`config.mk`:
```
export PLATFORM = sky130hd
export DESIGN_NAME = line_cond_detect
export DESIGN_NICKNAME = d
export VERILOG_FILES = /design/src/rtl/brkidle_pkg.sv /design/src/rtl/bid_frame_len.sv /design/src/rtl/bid_break_trk.sv /design/src/rtl/bid_idle_trk.sv /design/src/rtl/line_cond_detect.sv
export SDC_FILE = /design/constraint.sdc
export NUM_CORES = 1
export LEC_CHECK = 0
export BUFFER_PORTS_ARGS = -buffer_cell sky130_fd_sc_hd__buf_2
export CELL_PAD_IN_SITES_DETAIL_PLACEMENT = 1
export CELL_PAD_IN_SITES_GLOBAL_PLACEMENT = 1
export CORE_MARGIN = 2
export CORE_UTILIZATION = 48
export CTS_CLUSTER_DIAMETER = 40
export DETAILED_ROUTE_END_ITERATION = 6
export HOLD_SLACK_MARGIN = 0.03
export PLACE_DENSITY = 0.82
export SYNTH_ARGS = -nofsm -noshare
export SYNTH_HDL_FRONTEND = slang
export SYNTH_SLANG_ARGS = --single-unit
```
`constraint.sdc`:
```
create_clock -name clk -period 5.1 [get_ports clk]
set_clock_uncertainty 0.1 [all_clocks]
set_input_delay 1.02 -clock clk [delete_from_list [all_inputs] [get_ports clk]]
set_output_delay 1.02 -clock clk [all_outputs]
set_load 0.02 [all_outputs]
```
`src/rtl/brkidle_pkg.sv`:
```
package brkidle_pkg;

   typedef enum logic [1:0] {
      STOP_NONE    = 2'd0,
      STOP_HALF    = 2'd1,
      STOP_ONE     = 2'd2,
      STOP_ONEHALF = 2'd3
   } stop_code_e;

   // Half-bit slots contributed by the start bit alone.
   localparam int unsigned START_HALVES = 2;

endpackage

```
`src/rtl/bid_frame_len.sv`:
```
module bid_frame_len
   import brkidle_pkg::*;
#(
   parameter int DB_W    = 4,
   parameter int CPB_W   = 16,
   parameter int CNT_W   = 24,
   parameter bit REG_OUT = 1'b1
) (
   input  logic             clk,
   input  logic [DB_W-1:0]  data_bits,
   input  logic             parity_en,
   input  logic [1:0]       stop,
   input  logic [CPB_W-1:0] cycles_per_bit,
   output logic [CNT_W-1:0] flen
);

   localparam int HW = DB_W + 3;
   localparam int PW = HW + CPB_W;

   logic [HW-1:0]    halves;
   logic [PW-1:0]    prod;
   logic [CNT_W-1:0] flen_c;

   // Character length in half-bit slots, so a half stop bit stays exact.
   always_comb begin
      halves = HW'(START_HALVES)
             + (HW'(data_bits) << 1)
             + (HW'(parity_en) << 1)
             + HW'(stop);
      prod   = PW'(halves) * PW'(cycles_per_bit);
      flen_c = CNT_W'((prod + PW'(1)) >> 1);
   end

   generate
      if (REG_OUT) begin : g_reg
         logic [CNT_W-1:0] flen_q;
         always_ff @(posedge clk) begin
            flen_q <= flen_c;
         end
         assign flen = flen_q;
      end else begin : g_comb
         assign flen = flen_c;
      end
   endgenerate

endmodule

```
`src/rtl/bid_break_trk.sv`:
```
module bid_break_trk #(
   parameter int CNT_W = 24
) (
   input  logic             clk,
   input  logic             rst_n,
   input  logic             line_i,
   input  logic [CNT_W-1:0] flen,
   output logic             brk_pulse,
   output logic [CNT_W-1:0] brk_len
);

   localparam logic [CNT_W-1:0] SAT = '1;

   logic [CNT_W-1:0] low_q;
   logic             brk_q;
   logic [CNT_W-1:0] len_q;

   always_ff @(posedge clk or negedge rst_n) begin
      if (!rst_n) begin
         low_q <= '0;
         brk_q <= 1'b0;
         len_q <= '0;
      end else if (!line_i) begin
         brk_q <= 1'b0;
         if (low_q != SAT) begin
            low_q <= low_q + CNT_W'(1);
         end
      end else begin
         brk_q <= 1'b0;
         if ((low_q != '0) && (low_q >= flen)) begin
            brk_q <= 1'b1;
            len_q <= low_q;
         end
         low_q <= '0;
      end
   end

   assign brk_pulse = brk_q;
   assign brk_len   = len_q;

endmodule

```
`src/rtl/bid_idle_trk.sv`:
```
module bid_idle_trk #(
   parameter int CNT_W = 24
) (
   input  logic             clk,
   input  logic             rst_n,
   input  logic             line_i,
   input  logic [CNT_W-1:0] flen,
   input  logic             rx_done,
   input  logic [CNT_W-1:0] rx_elapsed,
   output logic             idle_pulse
);

   localparam int IW = CNT_W + 2;
   localparam logic signed [IW-1:0] ONE = 1;

   logic signed [IW-1:0] cnt_q;
   logic signed [IW-1:0] nxt;
   logic signed [IW-1:0] flen_s;
   logic signed [IW-1:0] el_s;
   logic                 on_q;
   logic                 pulse_q;

   assign flen_s = $signed({2'b00, flen});
   assign el_s   = $signed({2'b00, rx_elapsed});

   always_comb begin
      if (rx_done) begin
         nxt = el_s + ONE - flen_s;
      end else if (on_q) begin
         nxt = cnt_q + ONE;
      end else begin
         nxt = ONE;
      end
   end

   always_ff @(posedge clk or negedge rst_n) begin
      if (!rst_n) begin
         cnt_q   <= '0;
         on_q    <= 1'b0;
         pulse_q <= 1'b0;
      end else if (!line_i) begin
         on_q    <= 1'b0;
         pulse_q <= 1'b0;
      end else begin
         on_q <= 1'b1;
         if (nxt >= flen_s) begin
            pulse_q <= 1'b1;
            cnt_q   <= '0;
         end else begin
            pulse_q <= 1'b0;
            cnt_q   <= nxt;
         end
      end
   end

   assign idle_pulse = pulse_q;

endmodule

```
`src/rtl/line_cond_detect.sv`:
```
module line_cond_detect #(
   parameter int DB_W     = 4,
   parameter int CPB_W    = 16,
   parameter int CNT_W    = 24,
   parameter bit REG_FLEN = 1'b1
) (
   input  logic             clk,
   input  logic             rst_n,
   input  logic             line_i,
   input  logic [DB_W-1:0]  cfg_data_bits,
   input  logic             cfg_parity_en,
   input  logic [1:0]       cfg_stop,
   input  logic [CPB_W-1:0] cfg_cycles_per_bit,
   input  logic             rx_done,
   input  logic [CNT_W-1:0] rx_elapsed,
   output logic             brk_pulse,
   output logic [CNT_W-1:0] brk_len,
   output logic             idle_pulse
);

   localparam int MIN_CNT_W = DB_W + 3 + CPB_W - 1;

   generate
      if (DB_W < 3) begin : g_bad_db
         $error("line_cond_detect: DB_W must be at least 3");
      end
      if (CPB_W < 1) begin : g_bad_cpb
         $error("line_cond_detect: CPB_W must be at least 1");
      end
      if (CNT_W < MIN_CNT_W) begin : g_bad_cnt
         $error("line_cond_detect: CNT_W too narrow for the character time");
      end
   endgenerate

   logic [CNT_W-1:0] flen;

   bid_frame_len #(
      .DB_W    (DB_W),
      .CPB_W   (CPB_W),
      .CNT_W   (CNT_W),
      .REG_OUT (REG_FLEN)
   ) u_flen (
      .clk            (clk),
      .data_bits      (cfg_data_bits),
      .parity_en      (cfg_parity_en),
      .stop           (cfg_stop),
      .cycles_per_bit (cfg_cycles_per_bit),
      .flen           (flen)
   );

   bid_break_trk #(
      .CNT_W (CNT_W)
   ) u_brk (
      .clk       (clk),
      .rst_n     (rst_n),
      .line_i    (line_i),
      .flen      (flen),
      .brk_pulse (brk_pulse),
      .brk_len   (brk_len)
   );

   bid_idle_trk #(
      .CNT_W (CNT_W)
   ) u_idle (
      .clk        (clk),
      .rst_n      (rst_n),
      .line_i     (line_i),
      .flen       (flen),
      .rx_done    (rx_done),
      .rx_elapsed (rx_elapsed),
      .idle_pulse (idle_pulse)
   );

endmodule

```
* Word level (Yosys, flattened, before mapping)
Index checks and enable logic that the tools add are counted.
** Cells by class
- Add/subtract/negate cells :: 8
- Multiply operators :: 1
- Divide/modulo/power cells :: 0
- Magnitude comparators :: 2
- Equality and inequality tests :: 1
- Shift operators :: 0
- Muxes and demuxes :: 10
- Bitwise gates (word level) :: 0
- Reduce and logical (&&, ||, !) cells :: 4
** Operators by type and width (count)
- 2-to-1 mux 26 bit :: 3
- 2-to-1 mux 24 bit :: 2
- adder 26 x 2 -> 26 bit, second input constant :: 1
- greater-or-equal comparator 26 x 24 -> 1 bit :: 1
- subtractor 26 x 24 -> 26 bit :: 1
- adder 24 x 1 -> 25 bit, second input constant :: 1
- adder 23 x 1 -> 24 bit, second input constant :: 1
- adder 24 x 1 -> 24 bit, second input constant :: 1
- greater-or-equal comparator 24 x 23 -> 1 bit :: 1
- inequality test 24 bit, second input constant :: 1
- nonzero test 24 bit :: 1
- multiplier 7 x 16 -> 23 bit :: 1
- adder 7 x 2 -> 7 bit :: 2
- adder 2 x 5 -> 6 bit, first input constant :: 1
- 2-to-1 mux 1 bit :: 5
- AND reduction 2 bit :: 1
- nonzero test 2 bit :: 1
- logical AND 1 bit :: 1
** Word-level totals
- Register bits :: 100
- Latch bits :: 0
- Bits in writable memories :: 0
- ROM bits :: 0
- Input port bits :: 51
- Logic and storage cells :: 33
- Memories kept :: 0

* Depth between registers and ports, before layout
- Depth after elaboration :: 6
- Gate-level depth with buffers :: 28

* Modules after synthesis
A second synthesis with hierarchy kept.
** Unflattened totals
- Cells, all modules :: 1252
- Area total of the unflattened synthesis :: 11169.5 sq um
** Modules (own cells, without submodules)
- bid_idle_trk :: instances 1, cells an instance 549, area an instance 4229.1 sq um, seq. area each 700.7 sq um
- bid_frame_len :: instances 1, cells an instance 434, area an instance 4036.4 sq um, seq. area each 460.4 sq um
- bid_break_trk :: instances 1, cells an instance 269, area an instance 2904.0 sq um, seq. area each 1226.2 sq um

* Worst setup path before layout
Ideal clock, no wire load.
- Path kind :: input port to flip-flop
- From :: input cfg_parity_en
- To :: register u_flen.g_reg.flen_q[19] (netlist: u_flen.flen[19])
- Data arrival time :: 6.429 ns
- Required time :: 4.928 ns
- Setup slack :: -1.501 ns
- Stages :: 25
- Buffers on the path :: 1
- Path through :: inv_1 > fa_1 > inv_1 > ha_1 > ha_1 > xor2_1 > xnor2_1 > clkbuf_1 > and2_1 > fa_1 > fa_1 > fa_1 > inv_1 > fa_1 > inv_1 > ha_1 > o21ai_0 > a21oi_1 > nor3b_1 > a221o_1 > a31oi_1 > nor2b_1 > o21ai_0 > nor2b_1 > xnor2_1
** On the way
- Longest elaborated chain between the ends :: 4
** Ends and longest elaborated chain
- start, declared :: line line_cond_detect.sv:11 : input logic cfg_parity_en,
- adder 7 x 2 -> 7 bit :: line bid_frame_len.sv:28 : + (HW'(parity_en) << 1)
- adder 7 x 2 -> 7 bit :: line bid_frame_len.sv:29 : + HW'(stop);
- multiplier 7 x 16 -> 23 bit :: line bid_frame_len.sv:30 : prod = PW'(halves) * PW'(cycles_per_bit);
- adder 23 x 1 -> 24 bit :: line bid_frame_len.sv:31 : flen_c = CNT_W'((prod + PW'(1)) >> 1);
- via u_flen.flen_c[19] :: line bid_frame_len.sv:22 : logic [CNT_W-1:0] flen_c;
- end signal, assigned :: line bid_frame_len.sv:38 : flen_q <= flen_c;
- end, declared :: line bid_frame_len.sv:36 : logic [CNT_W-1:0] flen_q;
The timed path passes the listed nets, and every way through them passes these cells.
A chain may end at the register's enable or synchronous reset.

* Worst setup path in the final report
- From :: input cfg_stop[1]
- To :: register u_flen.g_reg.flen_q[19] (netlist: u_flen.flen[19])
** On the way
- Longest elaborated chain between the ends :: 3
** Ends and longest elaborated chain
- start, declared :: line line_cond_detect.sv:12 : input logic [1:0] cfg_stop,
- adder 7 x 2 -> 7 bit :: line bid_frame_len.sv:29
- multiplier 7 x 16 -> 23 bit :: line bid_frame_len.sv:30
- adder 23 x 1 -> 24 bit :: line bid_frame_len.sv:31
- via u_flen.flen_c[19] :: line bid_frame_len.sv:22
The timed path passes the listed nets, and every way through them passes these cells.

==> flow_metrics.tcl <==
set metrics [dict create \
    final_hold_viol_count 0 \
    grt_overflow 0 \
    cp_slowest_stage_delay_ns 0.58 \
    synth.top_cell.area_share_pct 17.4 \
    place.gp.congestion 0.892 \
    syn_to_final_growth_pct 39.5 \
    grt_start_max_net_pins 56 \
    peakVddDrop_uv 273 \
    drive_gt1_share_pct 36.9 \
    die-area_um2 24300 \
    tightest_slew_ns 1.33 \
    power_frac_clock_pct 7.7 \
    syn_nets 1510 \
    syn_area_per_cell_um2 8.74 \
    setup.worst_path.start_class "input pin" \
    status "finished with violations" \
    wire_per_inst_um 34.9 \
    hold_buffers 0 \
    p_int_w 0.00508 \
    grt_pass1_wl_um 81400 \
    p_seq_share_pct 11.3 \
    ys.flop_type "dfrtp_1" \
    path_depth 28 \
    finalNetCount 1851 \
    switching_share_pct 52.2 \
    max_freq_mhz 146 \
    start_util_pct 48.9 \
    syn-cell-area_um2 11100 \
    worst_hold_path_type "input pin to asynchronous set/reset pin" \
    synth_area_leaders "dfrtp_1 17%, ha_1 14%, fa_1 13%, xnor2_1 4.4%, dfxtp_1 4.2%" \
    finalCritPeriodShare_pct 134 \
    cts_tree "done" \
    avgViaCountPerCell 7.14 \
    crit_fanout 8 \
    ys_warn_count 0 \
    dr.pass1.iters 7 \
    routed_wl_um 66500 \
    p_sw_w 0.00556 \
    clockBufferDepth 2 \
    relSlewSlack_pct 10.3 \
    antenna_left 0 \
    die-width_um 156 \
    remaining_drc_errors 150 \
    rsz0062_at_grt "true" \
    arrival_ns 7.05 \
    synth_top_area_cell "dfrtp_1" \
    crit_path_end_kind "flop" \
    fill_cells 2493 \
    ys_seq_area_share_pct 21.6 \
    fin_util_pct 68.2 \
    ys_ff_latch 100 \
    crit_path_top_delay_cell "fa_1" \
    path_buf_inv 8 \
    cts.clk_slew.worst_paths_ns 0.10 \
    die_y_um 156 \
    grt_pass1_vias 13900 \
    post-dp-hpwl_um 30700 \
    violations "design-rule violations, negative setup slack" \
    drt_iter0_drc 1860 \
    synth_commonest_cells "122 x ha_1, 122 x nand2_1, 118 x inv_1" \
    power.leakage_nw 7.55 \
    synth-edff-count 0 \
    cts-buffers-inserted 9 \
    required_ns 5.32 \
    insertion_delay_ns 0.40 \
    path_class "input pin to flop" \
    cellPowerDensity_nw_per_um2 690 \
    setup_viol 44 \
    cp_common_cell "fa_1" \
    critical-path-top-delay-family "adder cells" \
    fin_crit_ns 6.83 \
    async_flop_share_pct 77.0 \
    htree_levels 3 \
    netlist-cell-type-count 72 \
    row_count 55 \
    syn_inst 1266 \
    report.final.slew_viol_count 0 \
    maxCapViolCount 0 \
    io_pins 77 \
    grt_usage_pct 44.5 \
    core_um2 22600 \
    rr_worst_depth 20 \
    antenna_found_initial 8 \
    total_power_w 0.0106 \
    clock-sinks 100 \
    setup_slack_ns -1.73 \
    dr_total_vias 13600 \
    cts_root_buffer "clkbuf_16" \
    numPortBuffers 76 \
    combPwrFrac_pct 81.1 \
]
timing repair:
| item | in CTS | in global routing |
|---|---|---|
| setup endpoints to repair | 42 | 43 |
| resized for setup | 149 | 90 |
| cloned | 2 | 1 |
| pin swaps | 75 | 65 |
| setup buffers | 56 | 28 |
per-layer routing:
metal	global-route usage (%)	vias to the layer above	wire length, um
met5	0	-	237
met1	47.4	6423	21300
met3	10.1	702	8110
li1	-	5038	-
met2	75.6	1421	28700
met4	36.1	12	8100
path summary, 6_finish.rpt:
check,start,to,slack (ns)
setup / recovery,cfg_stop[1],u_flen.flen[19],-1.73
hold / removal,rst_n,u_idle.cnt_q[19],0.42
setup reg to reg,u_flen.flen[1],u_idle.cnt_q[7],-0.94
hold reg to reg,u_brk.brk_len[22],u_brk.brk_len[22],0.42
max in group asynchronous,rst_n,u_brk.low_q[14],3.42
min in group clk,u_brk.brk_len[22],u_brk.brk_len[22],0.42
cells by family (layout without fill, tap and decap cells):
logic type      Yosys count  count (layout)  synth area share (%)
other cells               0               7                     0
xor+xnor                 99              99                  7.91
compound gates          216             216                  13.1
mux                      27              27                  2.71
flops                   100             100                  21.6
fa+ha+maj               193             193                  26.6
simple gates            483             483                  22.6
buf+inv                 148             494                  5.52
flip-flops by register name, indices dropped and copies added (netlist names):
| register | flops |
|---|---|
| u_idle.cnt_q | 26 |
| u_brk.brk_len | 24 |
| u_brk.low_q | 24 |
| u_flen.flen | 23 |
| u_brk.brk_pulse | 1 |
| u_idle.idle_pulse | 1 |
| u_idle.on_q | 1 |
stage by stage:
stage	hold WS (ns)	area [um^2]	cells	setup slack [ns]	TNS (ns)
after detailed placement	0.388	13400	1803	-1.77	-40.96
final	0.416	15400	1904	-1.73	-55.61
after global routing	0.426	15400	1897	-1.70	-59.18
after floorplan	0.384	11300	1266	-1.07	-10.86
after CTS	0.410	14900	1876	-1.17	-14.64
after global placement	0.387	13400	1803	-1.40	-30.86
placed cells by master, fill, tap and decap left out, drive strengths merged, types with 8 or more instances in the layout:
| cell type | instances |
|---|---|
| a211oi | 11 |
| a21o | 31 |
| a21oi | 60 |
| a311oi | 10 |
| and2 | 70 |
| and3 | 15 |
| and4 | 9 |
| buf | 359 |
| clkbuf | 9 |
| dfrtp | 77 |
| dfxtp | 23 |
| fa | 71 |
| ha | 122 |
| inv | 122 |
| mux2 | 24 |
| nand2 | 122 |
| nand2b | 22 |
| nand3 | 48 |
| nand4 | 22 |
| nor2 | 88 |
| nor2b | 22 |
| nor3 | 33 |
| nor4 | 11 |
| o21a | 8 |
| o21ai | 46 |
| xnor2 | 57 |
| xor2 | 42 |
power groups by stage:
stage	Clock, W	Sequential, W	Combinational, W
CTS	0.000761	0.00115	0.00641
global placement	0	0.00114	0.00489
floorplan	0	0.00116	0.00309
global route	0.000836	0.00120	0.00878
detailed placement	0	0.00116	0.00530
finish	0.000815	0.00120	0.00863
cell type report:
class	count	area [um^2]	area share [%]
clock buffer	9	225	1.46
antenna	7	17.5	0.114
sequential	100	2390	15.5
tap	285	357	2.31
timing repair buffer	359	2690	17.4
inverter	119	457	2.96
multi-input combinational	1018	9220	59.7
clock inverter	7	86.3	0.559
(Power assumes the default switching activity.)
